===== config.mk =====
export PLATFORM = sky130hd
export DESIGN_NAME = sparse24_compressor
export DESIGN_NICKNAME = d
export VERILOG_FILES = /design/src/rtl/sparse24_pkg.sv /design/src/rtl/sparse24_group_sel.sv /design/src/rtl/sparse24_pipe_stage.sv /design/src/rtl/sparse24_compressor.sv
export SDC_FILE = /design/constraint.sdc
export NUM_CORES = 1
export LEC_CHECK = 0
export BUFFER_PORTS_ARGS = -buffer_cell sky130_fd_sc_hd__buf_2
export CELL_PAD_IN_SITES_DETAIL_PLACEMENT = 1
export CELL_PAD_IN_SITES_GLOBAL_PLACEMENT = 2
export CORE_MARGIN = 2
export CORE_UTILIZATION = 44
export CTS_CLUSTER_SIZE = 24
export DETAILED_ROUTE_END_ITERATION = 10
export PLACE_DENSITY = 0.9
export SYNTH_ARGS = -nofsm -noshare
export SYNTH_HDL_FRONTEND = slang
export SYNTH_HIERARCHICAL = 1
export SYNTH_SLANG_ARGS = --single-unit

===== constraint.sdc =====
create_clock -name clk_i -period 4.3 [get_ports clk_i]
set_clock_uncertainty 0.05 [all_clocks]
set_input_delay 0.215 -clock clk_i [delete_from_list [all_inputs] [get_ports clk_i]]
set_output_delay 0.215 -clock clk_i [all_outputs]
set_load 0.02 [all_outputs]

===== src/rtl/sparse24_pkg.sv =====
package sparse24_pkg;
  localparam int LANES = 4;
  localparam int KEEP  = 2;
  localparam int IDX_W = 2;
endpackage


===== src/rtl/sparse24_group_sel.sv =====
module sparse24_group_sel
  import sparse24_pkg::*;
#(
  parameter int ELEM_W = 8
) (
  input  logic [LANES*ELEM_W-1:0] grp_i,
  input  logic                    check_en_i,
  output logic [KEEP*IDX_W-1:0]   meta_o,
  output logic                    viol_o
);
  logic [ELEM_W-1:0] mag [LANES];
  logic [LANES-1:0]  nz;
  logic [LANES-1:0]  keep;

  for (genvar l = 0; l < LANES; l++) begin : g_lane
    logic [ELEM_W-1:0] e;
    assign e      = grp_i[l*ELEM_W +: ELEM_W];
    // unsigned result: the most negative code maps to 2^(W-1), the maximum
    assign mag[l] = e[ELEM_W-1] ? (~e + 1'b1) : e;
    assign nz[l]  = |e;
  end

  // a lane survives when fewer than KEEP lanes outrank it; lower lane wins ties
  always_comb begin
    for (int i = 0; i < LANES; i++) begin
      int beaten;
      beaten = 0;
      for (int j = 0; j < LANES; j++) begin
        if (j < i && mag[j] >= mag[i]) beaten++;
        else if (j > i && mag[j] > mag[i]) beaten++;
      end
      keep[i] = (beaten < KEEP);
    end
  end

  logic [IDX_W-1:0] idx_lo, idx_hi;
  always_comb begin
    logic found;
    found  = 1'b0;
    idx_lo = '0;
    idx_hi = '0;
    for (int i = 0; i < LANES; i++) begin
      if (keep[i]) begin
        if (!found) begin
          idx_lo = IDX_W'(i);
          found  = 1'b1;
        end
        idx_hi = IDX_W'(i);
      end
    end
  end

  assign meta_o = {idx_hi, idx_lo};
  assign viol_o = check_en_i && ($countones(nz) > KEEP);
endmodule


===== src/rtl/sparse24_pipe_stage.sv =====
module sparse24_pipe_stage #(
  parameter int WIDTH = 8
) (
  input  logic             clk_i,
  input  logic             rst_ni,
  input  logic             valid_i,
  output logic             ready_o,
  input  logic [WIDTH-1:0] data_i,
  output logic             valid_o,
  input  logic             ready_i,
  output logic [WIDTH-1:0] data_o
);
  logic             valid_q;
  logic [WIDTH-1:0] data_q;

  assign ready_o = !valid_q || ready_i;

  always_ff @(posedge clk_i or negedge rst_ni) begin
    if (!rst_ni) begin
      valid_q <= 1'b0;
      data_q  <= '0;
    end else if (ready_o) begin
      valid_q <= valid_i;
      if (valid_i) data_q <= data_i;
    end
  end

  assign valid_o = valid_q;
  assign data_o  = data_q;

  AST_STAGE_HOLD: assert property (@(posedge clk_i) disable iff (!rst_ni)
    valid_q && !ready_i |=> valid_q && $stable(data_q));
endmodule


===== src/rtl/sparse24_compressor.sv =====
module sparse24_compressor
  import sparse24_pkg::*;
#(
  parameter int ELEM_W  = 8,
  parameter int NUM_GRP = 4
) (
  input  logic                            clk_i,
  input  logic                            rst_ni,
  input  logic                            in_valid_i,
  output logic                            in_ready_o,
  input  logic [NUM_GRP*LANES*ELEM_W-1:0] in_data_i,
  input  logic                            check_en_i,
  output logic                            out_valid_o,
  input  logic                            out_ready_i,
  output logic [NUM_GRP*KEEP*ELEM_W-1:0]  out_data_o,
  output logic [NUM_GRP*KEEP*IDX_W-1:0]   out_meta_o,
  output logic [NUM_GRP-1:0]              out_viol_o
);
  localparam int GRP_W  = LANES * ELEM_W;
  localparam int DIN_W  = NUM_GRP * GRP_W;
  localparam int DOUT_W = NUM_GRP * KEEP * ELEM_W;
  localparam int GMET_W = KEEP * IDX_W;
  localparam int META_W = NUM_GRP * GMET_W;
  localparam int S1_W   = DIN_W + META_W + NUM_GRP;
  localparam int S2_W   = DOUT_W + META_W + NUM_GRP;

  // stage 0: lane selection per group
  logic [META_W-1:0]  sel_meta;
  logic [NUM_GRP-1:0] sel_viol;

  for (genvar g = 0; g < NUM_GRP; g++) begin : g_sel
    sparse24_group_sel #(.ELEM_W(ELEM_W)) i_sel (
      .grp_i      (in_data_i[g*GRP_W +: GRP_W]),
      .check_en_i (check_en_i),
      .meta_o     (sel_meta[g*GMET_W +: GMET_W]),
      .viol_o     (sel_viol[g])
    );
  end

  logic             s1_valid, s1_ready;
  logic [S1_W-1:0]  s1_data;

  sparse24_pipe_stage #(.WIDTH(S1_W)) i_stage1 (
    .clk_i   (clk_i),
    .rst_ni  (rst_ni),
    .valid_i (in_valid_i),
    .ready_o (in_ready_o),
    .data_i  ({sel_viol, sel_meta, in_data_i}),
    .valid_o (s1_valid),
    .ready_i (s1_ready),
    .data_o  (s1_data)
  );

  logic [DIN_W-1:0]   s1_dense;
  logic [META_W-1:0]  s1_meta;
  logic [NUM_GRP-1:0] s1_viol;
  assign {s1_viol, s1_meta, s1_dense} = s1_data;

  // stage 1: gather surviving values
  logic [DOUT_W-1:0] gath;
  for (genvar g = 0; g < NUM_GRP; g++) begin : g_gath
    logic [ELEM_W-1:0] lane_v [LANES];
    logic [IDX_W-1:0]  lo, hi;
    for (genvar l = 0; l < LANES; l++) begin : g_l
      assign lane_v[l] = s1_dense[g*GRP_W + l*ELEM_W +: ELEM_W];
    end
    assign lo = s1_meta[g*GMET_W +: IDX_W];
    assign hi = s1_meta[g*GMET_W + IDX_W +: IDX_W];
    assign gath[(KEEP*g)*ELEM_W   +: ELEM_W] = lane_v[lo];
    assign gath[(KEEP*g+1)*ELEM_W +: ELEM_W] = lane_v[hi];
  end

  logic [S2_W-1:0] s2_data;

  sparse24_pipe_stage #(.WIDTH(S2_W)) i_stage2 (
    .clk_i   (clk_i),
    .rst_ni  (rst_ni),
    .valid_i (s1_valid),
    .ready_o (s1_ready),
    .data_i  ({s1_viol, s1_meta, gath}),
    .valid_o (out_valid_o),
    .ready_i (out_ready_i),
    .data_o  (s2_data)
  );

  assign {out_viol_o, out_meta_o, out_data_o} = s2_data;

  for (genvar g = 0; g < NUM_GRP; g++) begin : g_ast
    AST_META_ORDER: assert property (@(posedge clk_i) disable iff (!rst_ni)
      out_valid_o |-> out_meta_o[g*GMET_W + IDX_W +: IDX_W] > out_meta_o[g*GMET_W +: IDX_W]);
    AST_VIOL_NONZERO: assert property (@(posedge clk_i) disable iff (!rst_ni)
      out_valid_o && out_viol_o[g] |->
        (|out_data_o[(KEEP*g)*ELEM_W +: ELEM_W]) && (|out_data_o[(KEEP*g+1)*ELEM_W +: ELEM_W]));
  end

  AST_OUT_STABLE: assert property (@(posedge clk_i) disable iff (!rst_ni)
    out_valid_o && !out_ready_i |=> out_valid_o && $stable(out_data_o)
      && $stable(out_meta_o) && $stable(out_viol_o));
  AST_FULL_STALL: assert property (@(posedge clk_i) disable iff (!rst_ni)
    !in_ready_o |-> out_valid_o && !out_ready_i);
endmodule


Word-level counts from Yosys, hierarchy flattened

Index checks and enable logic that the tools add are counted.

$add $sub $neg: 60
$lt $le $gt $ge: 76
Mux-type cells: 136
Bitwise operators: 24
Reduce and logical (&&, ||, !) cells: 26

Operators by type and width:

| operator                                                        | number |
|---|---|
| adder 32 x 2 -> 32 bit (second input constant)                  | 32 |
| two-way mux 32 bit                                              | 32 |
| < comparator 32 x 3 -> 1 bit (second input constant)            | 16 |
| two-way mux 8 bit                                               | 32 |
| greater-or-equal comparator 8 bit                               | 24 |
| greater-than comparator 8 bit                                   | 24 |
| adder 32 bit                                                    | 4 |
| adder 8 x 1 -> 8 bit (second input constant)                    | 16 |
| binary-select mux 8 bit (select 2 bit)                          | 8 |
| greater-than comparator 32 x 3 -> 1 bit (second input constant) | 4 |
| inverter 8 bit                                                  | 16 |
| OR reduction 8 bit                                              | 16 |
| two-way mux 2 bit                                               | 28 |
| two-way mux 1 bit                                               | 36 |
| greater-or-equal comparator 3 bit (second input constant)       | 8 |
| inverter 2 -> 3 bit                                             | 8 |
| adder 1 x 1 -> 2 bit                                            | 8 |
| logical AND 1 bit                                               | 4 |
| AND reduction 2 bit                                             | 2 |
| logical NOT 1 bit                                               | 2 |
| logical OR 1 bit                                                | 2 |

Register bits after elaboration: 234
Output and inout bits: 86
Word-level logic and storage cells: 326

Depth between registers and ports, before layout

Depth in word-level cells: 17
Depth in mapped cells: 18
Mapped depth without buffers: 18

By module

The synthesis kept the hierarchy.

Modules (own cells, without submodules):

| module                                  | instances | cells an instance | area each (um^2) | sequential area each (um^2) |
|---|---|---|---|---|
| sparse24_group_sel (g_sel[1].i_sel ...) | 3         | 266               | 2058.2           | 0.0 |
| sparse24_pipe_stage (i_stage1)          | 1         | 316               | 5972.0           | 3728.6 |
| sparse24_pipe_stage (i_stage2)          | 1         | 181               | 3474.6           | 2127.0 |
| sparse24_group_sel (g_sel[0].i_sel)     | 1         | 266               | 2062.0           | 0.0 |
| sparse24_compressor                     | 1         | 80                | 1571.5           | 0.0 |

Worst setup path after synthesis

Ideal clock, no wire load.

Path kind: input port to flip-flop
From: input in_data_i[17]
To: register i_stage1.data_q[130] (netlist: i_stage1/data_o[130])
Setup time: 0.125 ns
Arrival time: 3.150 ns
Data required time: 4.125 ns
Setup slack: 0.975 ns
Cell stages on the path: 15
Buffers on the path: 0
Cells stage by stage: or3_4 o31ai_4 xor2_2 ha_1 a21o_1 a21o_1 a21oi_1 o21a_1 inv_1 nor2_1 ha_1 o31ai_1 nand2_1 a21bo_2 mux2_2

Longest elaborated chain between the ends: 12
Elaborated cells on any way between the ends: 23
Those cells by class: 4 x add/sub; 8 x order compare; 10 x mux; 1 x bitwise

Ends and longest elaborated chain:

| what                              | RTL line                  | source |
|---|---|---|
| start: declaration                | sparse24_compressor.sv:11 | `input logic [NUM_GRP*LANES*ELEM_W-1:0] in_data_i,` |
| inverter 8 bit                    | sparse24_group_sel.sv:19  | `assign mag[l] = e[ELEM_W-1] ? (~e + 1'b1) : e;` |
| adder 8 x 1 -> 8 bit              | sparse24_group_sel.sv:19  |  |
| two-way mux 8 bit *               | sparse24_group_sel.sv:19  |  |
| greater-or-equal comparator 8 bit | sparse24_group_sel.sv:29  | `if (j < i && mag[j] >= mag[i]) beaten++;` |
| two-way mux 1 bit                 | sparse24_group_sel.sv:29  |  |
| adder 32 x 2 -> 32 bit            | sparse24_group_sel.sv:29  |  |
| two-way mux 32 bit                | sparse24_group_sel.sv:29  |  |
| adder 32 x 2 -> 32 bit            | sparse24_group_sel.sv:30  | `else if (j > i && mag[j] > mag[i]) beaten++;` |
| two-way mux 32 bit                | sparse24_group_sel.sv:30  |  |
| < comparator 32 x 3 -> 1 bit      | sparse24_group_sel.sv:32  | `keep[i] = (beaten < KEEP);` |
| two-way mux 2 bit                 | sparse24_group_sel.sv:43  | `if (keep[i]) begin` |
| two-way mux 2 bit *               | sparse24_group_sel.sv:43  |  |
| via sel_meta[2]                   | sparse24_compressor.sv:28 | `logic [META_W-1:0] sel_meta;` |
| end signal: assignment            | sparse24_pipe_stage.sv:24 | `if (valid_i) data_q <= data_i;` |
| end: declaration                  | sparse24_pipe_stage.sv:14 | `logic [WIDTH-1:0] data_q;` |

The timed path passes the listed nets; every way through them passes the cells marked *.
A chain may end at the register's enable or synchronous reset.

Worst setup path in the final report

From: input in_data_i[8]
To: register i_stage1.data_q[128] (netlist: i_stage1/data_o[128])

Longest elaborated chain between the ends: 17
Elaborated cells on any way between the ends: 38
Those cells by class: 7 x add/sub; 10 x order compare; 20 x mux; 1 x bitwise

Ends and longest elaborated chain:

| what                          | RTL line                  | source |
|---|---|---|
| inverter 8 bit                | sparse24_group_sel.sv:19  |  |
| adder 8 x 1 -> 8 bit          | sparse24_group_sel.sv:19  |  |
| two-way mux 8 bit *           | sparse24_group_sel.sv:19  |  |
| greater-than comparator 8 bit | sparse24_group_sel.sv:30  |  |
| two-way mux 1 bit             | sparse24_group_sel.sv:30  |  |
| adder 32 x 2 -> 32 bit        | sparse24_group_sel.sv:30  |  |
| two-way mux 32 bit            | sparse24_group_sel.sv:30  |  |
| adder 32 x 2 -> 32 bit        | sparse24_group_sel.sv:30  |  |
| [2 not listed]                | n/a                       |  |
| two-way mux 1 bit             | sparse24_group_sel.sv:43  |  |
| two-way mux 1 bit             | sparse24_group_sel.sv:44  | `if (!found) begin` |
| two-way mux 2 bit             | sparse24_group_sel.sv:43  |  |
| two-way mux 2 bit             | sparse24_group_sel.sv:44  |  |
| two-way mux 2 bit             | sparse24_group_sel.sv:43  |  |
| two-way mux 2 bit             | sparse24_group_sel.sv:44  |  |
| two-way mux 2 bit *           | sparse24_group_sel.sv:43  |  |
| via sel_meta[0]               | sparse24_compressor.sv:28 |  |

Marks and branches as above.

==> impl_metrics.env <==
export IMPL_status="finished clean"
export IMPL_portBuffers=218
export IMPL_yosys_area_top_type="dfrtp_1"
export IMPL_dp_final_hpwl_um=44200
export IMPL_cts_buffers_inserted=29
export IMPL_syn_inst=1641
export IMPL_drive_gt1_frac=0.326
export IMPL_dieArea_um2=45500
export IMPL_post_place_cells=2410
export IMPL_totalWireLength_um=62200
export IMPL_antenna_left=0
export IMPL_die_width_um=213
export IMPL_placed_area_um2=20800
export IMPL_rsz0062_at_grt="false"
export IMPL_synth_top_flop_cell="dfrtp_1"
export IMPL_start_kind="primary input"
export IMPL_syn_area_per_cell_um2=11.7
export IMPL_p_leak_nw=10.9
export IMPL_syn_to_final_growth_pct=19.4
export IMPL_pin_count=219
export IMPL_ys_top_cells_by_area="dfrtp_1, ha_1, mux2_4"
export IMPL_ys_warn_count=6
export IMPL_coreArea_um2=43200
export IMPL_reg2reg_slack_ns=1.97
export IMPL_setup_viol=0
export IMPL_finalSetupTns_ns=0
export IMPL_worst_pin_slew_ns=1.13
export IMPL_cp_end_kind="flop"
export IMPL_final_cell_area_um2=23000
export IMPL_n_antenna_cell=0
export IMPL_row_count=76
export IMPL_grt_max_degree=92
export IMPL_cts_sinks=234
export IMPL_max_cap_violations=0
export IMPL_synth_area_um2=19300
export IMPL_max_slew_margin_rel=0.250
export IMPL_insertion_delay_ns=0.57
export IMPL_hold_buffers=124
export IMPL_hp_class="in -> reg"
export IMPL_synth_seq_area_share=0.304
export IMPL_ctsResizeCount=0
export IMPL_routed_via_density=5.72
export IMPL_post_place_ws_ns=0.290
export IMPL_initial_core_util=0.446
export IMPL_first_pass_iters=5
export IMPL_cp_required_ns=4.69
export IMPL_antenna_found_initial=0
export IMPL_ys_async_sr_fraction=1.00
export IMPL_power_density_nw_per_um2=486
export IMPL_grt_pass1_wl_um=96200
export IMPL_nets=2361
export IMPL_peakVddDrop_uv=300
export IMPL_worst_slack_ns=0.237
export IMPL_fmax_mhz=246
export IMPL_first_global_vias=16500
export IMPL_cts_tree="yes"
export IMPL_post_route_period_util=0.945
export IMPL_die_h_um=213
export IMPL_drt_iter0_markers=700
export IMPL_drc_errors=0
export IMPL_overflow=0
export IMPL_ys_ff_latch=234
export IMPL_h_tree_depth=1
export IMPL_final_cells=2587
export IMPL_synth_top_area_frac=0.304
export IMPL_grtUsageTotal=0.275
export IMPL_synth_nets=2022
export IMPL_clk_pin_slew_ns=0.06
export IMPL_post_cts_buffers=0
export IMPL_cp_arrival_ns=4.45
export IMPL_clock_root_buffer="clkbuf_16"
export IMPL_slew_violations=0
export IMPL_hold_viol_final=0
export IMPL_cp_max_fo=4
export IMPL_cts_buffer_depth=3
export IMPL_wl_per_cell_um=24.0
export IMPL_fillers=4661
export IMPL_synth_edf_count=0
export IMPL_yosysUniqueCellTypes=57
export IMPL_vias=14800
export IMPL_synth_most_common_cell="ha_1"
export IMPL_finalCriticalPeriod_ns=4.06
export IMPL_routabilityCongestion=0.899
export IMPL_yosys_top_cells_count="ha_1, dfrtp_1, mux2_4"
export IMPL_crit_type="in -> reg"
[sequential cells by signal (all words and copies together), names as in the netlist]
register	cells
i_stage1/data_o	148
i_stage2/data_o	84
i_stage1/valid_o	1
i_stage2/valid_o	1
[cells in the final DEF (no fill, tap or decap), types with 5 or more instances in the layout]
master,n
or4_1,12
o21ai_0,68
o41ai_1,8
clkbuf_1,5
or3_1,24
nand4_1,34
clkbuf_16,29
and3_1,7
and3_4,8
xnor2_1,60
a211oi_1,5
o211ai_1,8
nor2_1,60
nand2b_1,38
dfrtp_1,234
mux2_2,70
a21oi_1,64
xor2_1,20
buf_4,9
maj3_2,8
nor4_1,12
or2_1,8
nand2_1,59
o31ai_1,8
nor2b_1,28
o21a_1,13
mux4_2,64
or2_2,13
nor3_1,24
nand3_1,20
mux2_4,162
clkbuf_8,5
ha_1,244
clkinv_2,5
nor3b_1,8
dlygate4sd3_1,124
buf_2,217
xor2_2,8
a21o_1,31
inv_1,107
[per-layer routing]
metal,part of all wire,GRT usage,vias up
li1,-,-,6723
met1,0.42,0.344,7555
met2,0.50,0.491,391
met3,0.042,0.0337,136
met4,0.031,0.0900,0
met5,0,0,-
[final cells by class]
class	count	area, um2	area share
Clock buffer	39	813	0.0354
Clock inverter	14	186	0.00811
Inverter	111	417	0.0181
Multi-Input combinational cell	1251	12500	0.545
Sequential cell	234	5860	0.255
Tap cell	585	732	0.0318
Timing Repair Buffer	353	2450	0.107
[critical path: stages]
cell and delay, ns:
dlygate4sd3_1 0.54, buf_2 0.16, inv_1 0.13, ha_1 0.18
nand2_1 0.08, or2_2 0.29, o21ai_0 0.21, xnor2_1 0.23
inv_1 0.09, ha_1 0.30, nand3_1 0.11, o31ai_1 0.53
nor2_1 0.09, ha_1 0.31, o41ai_1 0.36, o21a_1 0.21
o21ba_2 0.16, mux2_2 0.25
[where the power goes]
part / internal [mW] / switching [mW] / total (mW)
Sequential: 2.85 / 0.907 / 3.75
Clock: 1.56 / 1.03 / 2.60
Combinational: 2.52 / 2.30 / 4.82
[stage by stage]
| step | hold WS [ns] | power, mW | utilization |
|---|---|---|---|
| 2_1_floorplan | -0.131 | 6.89 | - |
| 3_3_place_gp | 0.213 | 8.14 | 0.481 |
| 3_5_place_dp | 0.227 | 8.37 | 0.481 |
| 4_1_cts | 0.00398 | 11.1 | 0.533 |
| 5_1_grt | 0.0244 | 11.8 | 0.533 |
| 6_report | 0.0357 | 11.2 | 0.533 |
[logic make-up after synthesis]
group                    share of synthesized area
multiplexers                                 0.244
buffers and inverters                       0.0454
adder cells (fa/ha/maj)                      0.167
AND/OR/NAND/NOR                              0.107
AO/OA/AOI/OAI                               0.0883
XOR/XNOR                                    0.0431
flip-flops                                   0.304
[worst paths after layout]
check / from / to / depth (start not counted)
worst max register to register: i_stage2/valid_o / i_stage1/data_o[57] / 5
max in group asynchronous: rst_ni / i_stage1/data_o[11] / 3
worst min register to register: i_stage2/data_o[29] / i_stage2/data_o[29] / 1
worst max-delay path: in_data_i[8] / i_stage1/data_o[128] / 18
min in group asynchronous: rst_ni / i_stage2/data_o[8] / 2
worst min-delay path: in_data_i[119] / i_stage1/data_o[119] / 2
(Power assumes the default switching activity.)
